===== src/rtl/rlat_pkg.sv =====
package rlat_pkg;

  typedef enum logic [1:0] {
    SLOT_HOLD = 2'd0,
    SLOT_FILL = 2'd1,
    SLOT_DROP = 2'd2
  } slot_op_e;

  // Rotation step for the allocation pointer.
  function automatic int wrap_next(input int cur, input int lim);
    return (cur + 1 >= lim) ? 0 : cur + 1;
  endfunction

  // Per-latch action: flush beats everything, a fill beats an invalidate.
  function automatic slot_op_e slot_next_op(input logic clr, input logic fill,
                                            input logic inval);
    if (clr)        return SLOT_DROP;
    else if (fill)  return SLOT_FILL;
    else if (inval) return SLOT_DROP;
    else            return SLOT_HOLD;
  endfunction

endpackage


===== src/rtl/rlat_tag_match.sv =====
module rlat_tag_match #(
  parameter int ENTRIES = 8,
  parameter int IDX_W   = 7
) (
  input  logic [ENTRIES-1:0]       vld_i,
  input  logic [ENTRIES*IDX_W-1:0] tags_i,
  input  logic [IDX_W-1:0]         key_i,
  output logic [ENTRIES-1:0]       hit_vec_o
);
  for (genvar i = 0; i < ENTRIES; i++) begin : g_cmp
    assign hit_vec_o[i] = vld_i[i] && (tags_i[i*IDX_W +: IDX_W] == key_i);
  end
endmodule


===== src/rtl/rlat_fifo_ptr.sv =====
module rlat_fifo_ptr
  import rlat_pkg::*;
#(
  parameter int ENTRIES = 8,
  localparam int PTR_W  = (ENTRIES > 1) ? $clog2(ENTRIES) : 1
) (
  input  logic             clk,
  input  logic             rst_n,
  input  logic             clear_i,
  input  logic             adv_i,
  output logic [PTR_W-1:0] ptr_o
);
  always_ff @(posedge clk or negedge rst_n) begin
    if (!rst_n)       ptr_o <= '0;
    else if (clear_i) ptr_o <= '0;
    else if (adv_i)   ptr_o <= PTR_W'(wrap_next(int'(ptr_o), ENTRIES));
  end
endmodule


===== src/rtl/rlat_read_port.sv =====
module rlat_read_port #(
  parameter int ENTRIES = 8,
  parameter int IDX_W   = 7,
  parameter int DATA_W  = 32
) (
  input  logic                      req_i,
  input  logic [IDX_W-1:0]          key_i,
  input  logic [ENTRIES-1:0]        vld_i,
  input  logic [ENTRIES*IDX_W-1:0]  tags_i,
  input  logic [ENTRIES*DATA_W-1:0] datas_i,
  input  logic                      byp_en_i,
  input  logic [IDX_W-1:0]          byp_tag_i,
  input  logic [DATA_W-1:0]         byp_data_i,
  output logic                      hit_o,
  output logic                      wait_o,
  output logic [DATA_W-1:0]         data_o
);
  logic [ENTRIES-1:0] lat_match;
  logic [DATA_W-1:0]  lat_data;
  logic               byp_hit;

  rlat_tag_match #(.ENTRIES(ENTRIES), .IDX_W(IDX_W)) u_match (
    .vld_i    (vld_i),
    .tags_i   (tags_i),
    .key_i    (key_i),
    .hit_vec_o(lat_match)
  );

  assign byp_hit = byp_en_i && (byp_tag_i == key_i);

  // Tags are unique among valid latches, so an AND-OR mux suffices.
  always_comb begin
    lat_data = '0;
    for (int i = 0; i < ENTRIES; i++) begin
      if (lat_match[i]) lat_data = lat_data | datas_i[i*DATA_W +: DATA_W];
    end
  end

  assign hit_o  = req_i && (byp_hit || (|lat_match));
  assign wait_o = req_i && !hit_o;
  assign data_o = !req_i ? '0 : (byp_hit ? byp_data_i : lat_data);
endmodule


===== src/rtl/retention_latch_cache.sv =====
module retention_latch_cache
  import rlat_pkg::*;
#(
  parameter int ENTRIES  = 8,
  parameter int IDX_W    = 7,
  parameter int DATA_W   = 32,
  parameter int RD_PORTS = 2
) (
  input  logic                         clk,
  input  logic                         rst_n,
  input  logic                         flush_i,
  input  logic                         wr_en_i,
  input  logic [IDX_W-1:0]             wr_tag_i,
  input  logic [DATA_W-1:0]            wr_data_i,
  input  logic                         cmt_en_i,
  input  logic [IDX_W-1:0]             cmt_tag_i,
  input  logic [RD_PORTS-1:0]          rd_req_i,
  input  logic [RD_PORTS*IDX_W-1:0]    rd_tag_i,
  output logic [RD_PORTS-1:0]          rd_hit_o,
  output logic [RD_PORTS-1:0]          rd_wait_o,
  output logic [RD_PORTS*DATA_W-1:0]   rd_data_o
);
  localparam int PTR_W = (ENTRIES > 1) ? $clog2(ENTRIES) : 1;

  // Latch storage
  logic [ENTRIES-1:0]        vld_q;
  logic [IDX_W-1:0]          tag_q  [ENTRIES];
  logic [DATA_W-1:0]         data_q [ENTRIES];
  logic [ENTRIES*IDX_W-1:0]  tag_flat;
  logic [ENTRIES*DATA_W-1:0] data_flat;
  logic [PTR_W-1:0]          ptr_q;

  // Named internal events
  logic [ENTRIES-1:0] wr_match;
  logic [ENTRIES-1:0] cmt_match;
  logic [ENTRIES-1:0] fill_sel;
  logic               wr_resident;
  logic               ev_update;
  logic               ev_alloc;
  slot_op_e           slot_op [ENTRIES];

  for (genvar i = 0; i < ENTRIES; i++) begin : g_flat
    assign tag_flat[i*IDX_W +: IDX_W]    = tag_q[i];
    assign data_flat[i*DATA_W +: DATA_W] = data_q[i];
  end

  rlat_tag_match #(.ENTRIES(ENTRIES), .IDX_W(IDX_W)) u_wr_match (
    .vld_i(vld_q), .tags_i(tag_flat), .key_i(wr_tag_i), .hit_vec_o(wr_match)
  );

  rlat_tag_match #(.ENTRIES(ENTRIES), .IDX_W(IDX_W)) u_cmt_match (
    .vld_i(vld_q), .tags_i(tag_flat), .key_i(cmt_tag_i), .hit_vec_o(cmt_match)
  );

  assign wr_resident = |wr_match;
  assign ev_update   = wr_en_i && !flush_i && wr_resident;
  assign ev_alloc    = wr_en_i && !flush_i && !wr_resident;

  always_comb begin
    if (ev_update)     fill_sel = wr_match;
    else if (ev_alloc) fill_sel = ENTRIES'(1) << ptr_q;
    else               fill_sel = '0;
  end

  always_comb begin
    for (int i = 0; i < ENTRIES; i++) begin
      slot_op[i] = slot_next_op(flush_i, fill_sel[i], cmt_en_i && cmt_match[i]);
    end
  end

  rlat_fifo_ptr #(.ENTRIES(ENTRIES)) u_ptr (
    .clk    (clk),
    .rst_n  (rst_n),
    .clear_i(flush_i),
    .adv_i  (ev_alloc),
    .ptr_o  (ptr_q)
  );

  always_ff @(posedge clk or negedge rst_n) begin
    if (!rst_n) begin
      vld_q <= '0;
    end else begin
      for (int i = 0; i < ENTRIES; i++) begin
        case (slot_op[i])
          SLOT_FILL: vld_q[i] <= 1'b1;
          SLOT_DROP: vld_q[i] <= 1'b0;
          default:   ;
        endcase
      end
    end
  end

  always_ff @(posedge clk) begin
    for (int i = 0; i < ENTRIES; i++) begin
      if (slot_op[i] == SLOT_FILL) begin
        tag_q[i]  <= wr_tag_i;
        data_q[i] <= wr_data_i;
      end
    end
  end

  for (genvar p = 0; p < RD_PORTS; p++) begin : g_port
    rlat_read_port #(.ENTRIES(ENTRIES), .IDX_W(IDX_W), .DATA_W(DATA_W)) u_rp (
      .req_i     (rd_req_i[p]),
      .key_i     (rd_tag_i[p*IDX_W +: IDX_W]),
      .vld_i     (vld_q),
      .tags_i    (tag_flat),
      .datas_i   (data_flat),
      .byp_en_i  (wr_en_i),
      .byp_tag_i (wr_tag_i),
      .byp_data_i(wr_data_i),
      .hit_o     (rd_hit_o[p]),
      .wait_o    (rd_wait_o[p]),
      .data_o    (rd_data_o[p*DATA_W +: DATA_W])
    );
  end
endmodule


===== config.mk =====
export PLATFORM = sky130hd
export DESIGN_NAME = retention_latch_cache
export DESIGN_NICKNAME = d
export VERILOG_FILES = /design/src/rtl/rlat_pkg.sv /design/src/rtl/rlat_tag_match.sv /design/src/rtl/rlat_fifo_ptr.sv /design/src/rtl/rlat_read_port.sv /design/src/rtl/retention_latch_cache.sv
export SDC_FILE = /design/constraint.sdc
export NUM_CORES = 1
export LEC_CHECK = 0
export ABC_AREA = 1
export CAP_MARGIN = 20
export CELL_PAD_IN_SITES_DETAIL_PLACEMENT = 1
export CELL_PAD_IN_SITES_GLOBAL_PLACEMENT = 1
export CORE_ASPECT_RATIO = 0.75
export CORE_MARGIN = 1.5
export CORE_UTILIZATION = 45
export DETAILED_ROUTE_END_ITERATION = 10
export PLACE_DENSITY_LB_ADDON = 0.1
export SKIP_LAST_GASP = 1
export SLEW_MARGIN = 20
export SYNTH_ARGS = -nofsm -noshare
export SYNTH_HDL_FRONTEND = slang
export SYNTH_SLANG_ARGS = --single-unit

===== constraint.sdc =====
create_clock -name clk -period 3.9 [get_ports clk]
set_input_delay 0.39 -clock clk [delete_from_list [all_inputs] [get_ports clk]]
set_output_delay 0.39 -clock clk [all_outputs]
set_load 0.03 [all_outputs]

======== After elaboration in Yosys (flattened, before gate mapping) ========
Memory sizes are Yosys's and may differ from the RTL's.
Cells that the tools add are included.
operators by class
  add/subtract/negate cells ............... 1
  $lt $le $gt $ge ......................... 1
  eq/ne operators ......................... 50
  shift-type cells ........................ 1
  multiplexer cells ....................... 73
  bitwise operators ....................... 14
  reductions and logical operators ........ 67
operators with widths
  operator                                              count
  2-to-1 mux 32 bit                                     20
  OR 32 bit                                             14
  equality test 7 bit                                   34
  logical AND 1 bit                                     49
  2-to-1 mux 2 bit                                      24
  OR reduction 8 bit                                    3
  nonzero test 2 bit                                    9
  equality test 2 x 1 -> 1 bit (second input constant)  8
  equality test 2 bit (second input constant)           8
  2-to-1 mux 1 bit                                      16
  2-to-1 mux 8 bit                                      2
  case mux 1 bit (2 select lines)                       8
  2-to-1 mux 3 bit                                      3
  << shifter 1 x 3 -> 8 bit (first input constant)      1
  adder 3 x 1 -> 4 bit (second input constant)          1
  >= comparator 4 bit (second input constant)           1
  zero test 1 bit                                       4
  logical OR 1 bit                                      2
storage, ports and cells
  register bits ........................... 11
  bits in writable memories ............... 312
  bits of input ports ..................... 67
  memories ................................ 2
memory list
  memory  depth  bits a word  read ports  clocked after memory_dff  wr ports  line                         source
  data_q  8      32           8           0                         8         retention_latch_cache.sv:28  logic [DATA_W-1:0] data_q [ENTRIES];
  tag_q   8      7            8           0                         8         retention_latch_cache.sv:27  logic [IDX_W-1:0] tag_q [ENTRIES];

======== Logic depth before layout (Yosys ltp) ========
An unclocked memory read counts as a cell.
  depth after elaboration ................. 20
  depth in mapped cells ................... 18

======== By module ========
A second synthesis with hierarchy kept.
second synthesis, totals
  cells, all modules ...................... 2897
  area total of the unflattened synthesis .. 20236.9 µm²
by module, submodules not included
  module                 instances  cells each  area an instance (µm²)  seq. area each (µm²)
  retention_latch_cache  1          436         10144.7                 9569.2
  rlat_read_port         2          643         2701.3                  0.0
  rlat_tag_match         4          289         1129.8                  0.0
  rlat_fifo_ptr          1          19          170.2                   75.1

======== Worst setup path before layout ========
No wires, ideal clock.
  path kind ............................... in2reg
  start point ............................. in wr_tag_i[0]
  end point ............................... mem data_q[0][0], enable pin
  library setup time ...................... 0.400 ns
  arrival ................................. 2.466 ns
  required time ........................... 3.500 ns
  setup slack ............................. 1.034 ns
  stages on the path ...................... 14
  path buffers ............................ 2
  cells stage by stage .................... buf_6 > inv_4 > buf_8 > nand2_2 > nand2_1 > inv_1 > nand2_1 > nor2_1 > nand2_2 > nand2_2 > nor2_8 > nand4_1 > nand3b_1 > ha_1
RTL lines
  element      line                         source
  from (decl)  retention_latch_cache.sv:13  input logic [IDX_W-1:0] wr_tag_i,
  to (decl)    retention_latch_cache.sv:28

======== Worst setup path in the final report ========
  start point ............................. reg vld_q[7]
  end point ............................... out rd_data_o[27]
on the way
  longest elaborated chain between the ends .. 4
RTL lines
  element                            line                         source
  from (decl)                        retention_latch_cache.sv:26  logic [ENTRIES-1:0] vld_q;
  from (signal assigned)             retention_latch_cache.sv:81  vld_q <= '0;
  from (signal, indexed assignment)  retention_latch_cache.sv:85  SLOT_FILL: vld_q[i] <= 1'b1;
  from (signal, indexed assignment)  retention_latch_cache.sv:86  SLOT_DROP: vld_q[i] <= 1'b0;
  logical AND 1 bit                  rlat_tag_match.sv:11         assign hit_vec_o[i] = vld_i[i] && (tags_i[i*IDX_W +: IDX_W] == key_i);
  2-to-1 mux 32 bit                  rlat_read_port.sv:35         if (lat_match[i]) lat_data = lat_data | datas_i[i*DATA_W +: DATA_W];
  2-to-1 mux 32 bit (2 in a row)     rlat_read_port.sv:41         assign data_o = !req_i ? '0 : (byp_hit ? byp_data_i : lat_data);
  to (decl)                          retention_latch_cache.sv:21  output logic [RD_PORTS*DATA_W-1:0] rd_data_o
No other way between the ends.

==> impl_metrics.prom <==
# TYPE chip_impl_metric gauge
chip_impl_info{name="status",value="complete, no violations"} 1
chip_impl_metric{name="synth_cells",unit=""} 2547
chip_impl_metric{name="yosys_warnings",unit=""} 0
chip_impl_metric{name="hold-worst-slack",unit="ns"} 0.198
chip_impl_metric{name="cts.clk_slew.worst_paths",unit="ns"} 0.06
chip_impl_metric{name="drive_gt1_share",unit="%"} 14.5
chip_impl_metric{name="i_o_buffers",unit=""} 134
chip_impl_metric{name="cts_htree_levels",unit=""} 2
chip_impl_metric{name="grt.total_usage",unit="%"} 42.6
chip_impl_info{name="worstHoldPathType",value="input pin to asynchronous set/reset pin"} 1
chip_impl_metric{name="syn-mean-instance-area",unit="µm²"} 8.00
chip_impl_metric{name="cap_violations",unit=""} 0
chip_impl_metric{name="timing.final.crit_period",unit="ns"} 3.72
chip_impl_info{name="tritoncts",value="yes"} 1
chip_impl_metric{name="drt_first_iter_violations",unit=""} 2707
chip_impl_info{name="endpoint_kind",value="output port"} 1
chip_impl_metric{name="layout.nets",unit=""} 2844
chip_impl_metric{name="register_bit_total_from_synthesis",unit=""} 323
chip_impl_metric{name="detailroute.wirelength.met3",unit="µm"} 15000
chip_impl_metric{name="adder_cell_area_share_of_the_yosys_netlist",unit="%"} 1.35
chip_impl_metric{name="antennaDiodeCount",unit=""} 0
chip_impl_metric{name="floorplan.die_area",unit="µm²"} 46600
chip_impl_metric{name="async_reset_ff_share",unit="%"} 3.41
chip_impl_metric{name="timing.slew.headroom",unit="%"} 35.7
chip_impl_metric{name="floorplan.initialDensity",unit="%"} 45.6
chip_impl_metric{name="met1Wirelength",unit="µm"} 39600
chip_impl_info{name="timing.setup.critical_path_class",value="flip-flop to output port"} 1
chip_impl_info{name="critPathLaunchType",value="flip-flop"} 1
chip_impl_metric{name="floorplan.io_pins",unit=""} 135
chip_impl_metric{name="antenna_found_initial",unit=""} 1
chip_impl_metric{name="clock_insertion_delay_worst_skew",unit="ns"} 0.58
chip_impl_metric{name="peakVddDrop",unit="µV"} 333
chip_impl_metric{name="worstPathRequired",unit="ns"} 3.51
chip_impl_info{name="cts_root_buf",value="clkbuf_16"} 1
chip_impl_metric{name="report.power.total",unit="µW"} 8430
chip_impl_metric{name="multi_input_comb_area",unit="µm²"} 8840
chip_impl_metric{name="synthesis.area",unit="µm²"} 20400
chip_impl_metric{name="xor_xnor_cell_area_share_of_the_yosys_netlist",unit="%"} 2.36
chip_impl_metric{name="number_of_enable_type_register_cells_in_the_synthesized_netlist",unit=""} 312
chip_impl_metric{name="postSynthNetCount",unit=""} 2636
chip_impl_metric{name="yosysUniqueCellTypes",unit=""} 49
chip_impl_metric{name="synth.mux.area_fraction",unit="%"} 0
chip_impl_metric{name="synth_compound_area_share",unit="%"} 6.43
chip_impl_info{name="uppermost_layer_routed",value="met4"} 1
chip_impl_metric{name="cts-buffers-inserted",unit=""} 37
chip_impl_metric{name="drc",unit=""} 0
chip_impl_metric{name="drt-pass1-iter-count",unit=""} 5
chip_impl_info{name="combinational_family_with_the_most_area_after_synthesis",value="simple AND/OR/NAND/NOR gates"} 1
chip_impl_metric{name="coreArea",unit="µm²"} 44700
chip_impl_metric{name="half_perimeter_wire_length_after_placement",unit="µm"} 70900
chip_impl_metric{name="die-height",unit="µm"} 187
chip_impl_metric{name="timing.final.max_slew_violations",unit=""} 0
chip_impl_metric{name="post_drt_wl_per_cell",unit="µm"} 29.6
chip_impl_metric{name="grt_remaining_overflow",unit=""} 0
chip_impl_metric{name="first_global_vias",unit=""} 21900
chip_impl_metric{name="worst_clock_skew",unit="ns"} 0.0203
chip_impl_metric{name="first_pass_grt_wire_length",unit="µm"} 145000
chip_impl_info{name="yosys_most_used_dff",value="edfxtp_1"} 1
chip_impl_metric{name="cts-hold-fix-buffers",unit=""} 0
chip_impl_metric{name="setup_total_negative_slack",unit="ns"} 0
chip_impl_metric{name="ant_nets",unit=""} 0
chip_impl_metric{name="cts_buffer_depth",unit=""} 3
chip_impl_metric{name="final.period_utilization",unit="%"} 95.5
chip_impl_metric{name="num_vias",unit=""} 21400
chip_impl_metric{name="arrival",unit="ns"} 3.33
chip_impl_metric{name="sinks_on_the_clock_net",unit=""} 323
chip_impl_metric{name="report.final.hold_viol_count",unit=""} 0
chip_impl_metric{name="max_clock_freq",unit="GHz"} 0.269
chip_impl_metric{name="rows",unit=""} 67
chip_impl_metric{name="vias_per_cell",unit=""} 6.36
chip_impl_metric{name="finalWeightedCongestion",unit=""} 0.987
chip_impl_metric{name="pleak",unit="µW"} 0.0108
chip_impl_metric{name="setup-violations-final",unit=""} 0
chip_impl_metric{name="postRouteWirelength",unit="µm"} 99800
chip_impl_metric{name="worstPathMaxFanout",unit=""} 10
chip_impl_metric{name="power_density",unit="nW/µm²"} 344
chip_impl_metric{name="seqCellArea",unit="µm²"} 9640
chip_impl_metric{name="synth_simple_gate_area_share",unit="%"} 33.0
chip_impl_metric{name="met2WireLength",unit="µm"} 40600
chip_impl_metric{name="filler_cell_count",unit=""} 5407
chip_impl_metric{name="die_w",unit="µm"} 249
chip_impl_info{name="rsz0062_at_grt",value="no"} 1
chip_impl_metric{name="synth_seq_area_share",unit="%"} 47.4
chip_impl_metric{name="areaGrowthSynthToFinish",unit="%"} 20.3
chip_impl_metric{name="grt_start_max_net_pins",unit=""} 40
chip_impl_metric{name="worst_slew_pin_slew",unit="ns"} 0.962
[cells in the mapped netlist, types with 2 or more instances]
library cell,count,area (µm²)
inv_4,6,37.5
nor3_1,29,145
nand4_1,31,194
o22ai_1,26,163
clkbuf_2,2,10.0
and2_1,3,18.8
nor2_8,2,40.0
nand3b_1,2,15.0
nor3_4,4,65.1
ha_1,22,275
nor3_2,6,60.1
nor2_2,33,206
o2111ai_1,5,43.8
o211ai_1,8,60.1
dfrtp_1,11,275
clkbuf_1,11,41.3
nor2_1,290,1090
buf_4,39,293
buf_6,7,78.8
inv_1,292,1100
a31oi_1,2,12.5
edfxtp_1,312,9370
nand2_2,21,131
o21ai_0,36,180
nand3_2,8,80.1
inv_2,21,78.8
nand2_1,537,2020
nor2b_1,2,12.5
a221oi_1,4,35.0
xor2_1,16,140
xnor2_1,37,324
o21ai_1,67,335
buf_2,56,280
o21ai_2,5,43.8
nor2_4,13,146
nand3_1,485,2430
a21oi_1,84,420
[layout by cell type, fill, tap and decap left out, types with 9 or more instances in the layout]
| cell | count |
|---|---|
| nand2_1 | 537 |
| nand3_1 | 485 |
| edfxtp_1 | 312 |
| inv_1 | 292 |
| nor2_1 | 287 |
| buf_4 | 164 |
| a21oi_1 | 84 |
| clkdlybuf4s50_1 | 76 |
| o21ai_1 | 67 |
| buf_12 | 45 |
| xnor2_1 | 37 |
| clkbuf_16 | 37 |
| o21ai_0 | 36 |
| nor2_2 | 35 |
| nand4_1 | 31 |
| nor3_1 | 29 |
| o22ai_1 | 26 |
| inv_2 | 21 |
| nand2_2 | 21 |
| xor2_1 | 16 |
| nor2_4 | 14 |
| ha_1 | 14 |
| dfrtp_1 | 11 |
| clkinv_2 | 9 |
[power breakdown]
part / internal [µW] / leakage [µW] / total, µW / switching [µW]
Combinational: 330 / 0.00728 / 1080 / 754
Clock: 1830 / 0.000550 / 3430 / 1600
Sequential: 3860 / 0.00295 / 3920 / 60.0
Total: 6010 / 0.0108 / 8430 / 2410
[cell type report]
| cell class | count | share of cell area (%) |
|---|---|---|
| Clock buffer | 37 | 3.78 |
| Clock inverter | 30 | 0.915 |
| Inverter | 320 | 4.97 |
| Multi-Input combinational cell | 1787 | 36.1 |
| Sequential cell | 323 | 39.4 |
| Tap cell | 586 | 2.99 |
| Timing Repair Buffer | 286 | 11.9 |
[routing by layer]
metal / global-route usage [%] / vias up
met5: 0 / -
met2: 61.6 / 1663
met3: 13.2 / 381
met1: 59.0 / 10500
met4: 18.0 / 0
li1: - / 8912
[per-stage QoR]
step	std cells	util, %	setup WS [ns]	instance area [µm²]
5_1_grt	3369	54.8	0.0270	24500
3_5_place_dp	3302	52.2	0.199	23300
6_report	3369	54.8	0.177	24500
4_1_cts	3369	54.8	0.196	24500
2_1_floorplan	2547	-	1.03	20400
3_3_place_gp	3302	52.2	0.280	23300
[final timing paths]
path                         startpoint       endpoint  slack, ns  cells after the start
setup / recovery               vld_q[7]  rd_data_o[27]       0.18                     12
max in group asynchronous         rst_n       vld_q[7]       3.32                      1
min in group clk           wr_data_i[8]  data_q[1][40]       0.61                      1
hold / removal                    rst_n       vld_q[6]       0.20                      1
hold reg to reg                vld_q[3]       vld_q[3]       0.63                      2
setup reg to reg           tag_q[1][14]  data_q[0][38]       0.91                     13
[critical path: stages (launching register included)]
cell,delay [ns]
dfrtp_1,0.61
inv_1,0.17
a21oi_1,0.15
nand3_1,0.15
nor2_1,0.22
buf_4,0.30
nand3_1,0.11
nand2_1,0.09
nor2_1,0.05
nand3_1,0.10
nand2_1,0.08
inv_1,0.07
clkdlybuf4s50_1,0.66
[cell families (layout without fill, tap and decap cells)]
group / count (synthesis) / in the layout
AND/OR/NAND/NOR: 1472 / 1472
buffers and inverters: 437 / 673
flip-flops: 323 / 323
AO/OA/AOI/OAI: 239 / 239
XOR/XNOR: 54 / 54
adder cells (fa/ha/maj): 22 / 22
[state kept, by name, summed over array words and instances (netlist names)]
name,flops
data_q,256
tag_q,56
vld_q,8
u_ptr.ptr_o,3
[what timing repair did]
action	4_1_cts	5_1_grt
setup buffers	0	0
endpoints found under the setup margin	0	1
endpoints found under the hold margin	0	0
resized for setup	0	1
(Power assumes the default switching activity.)
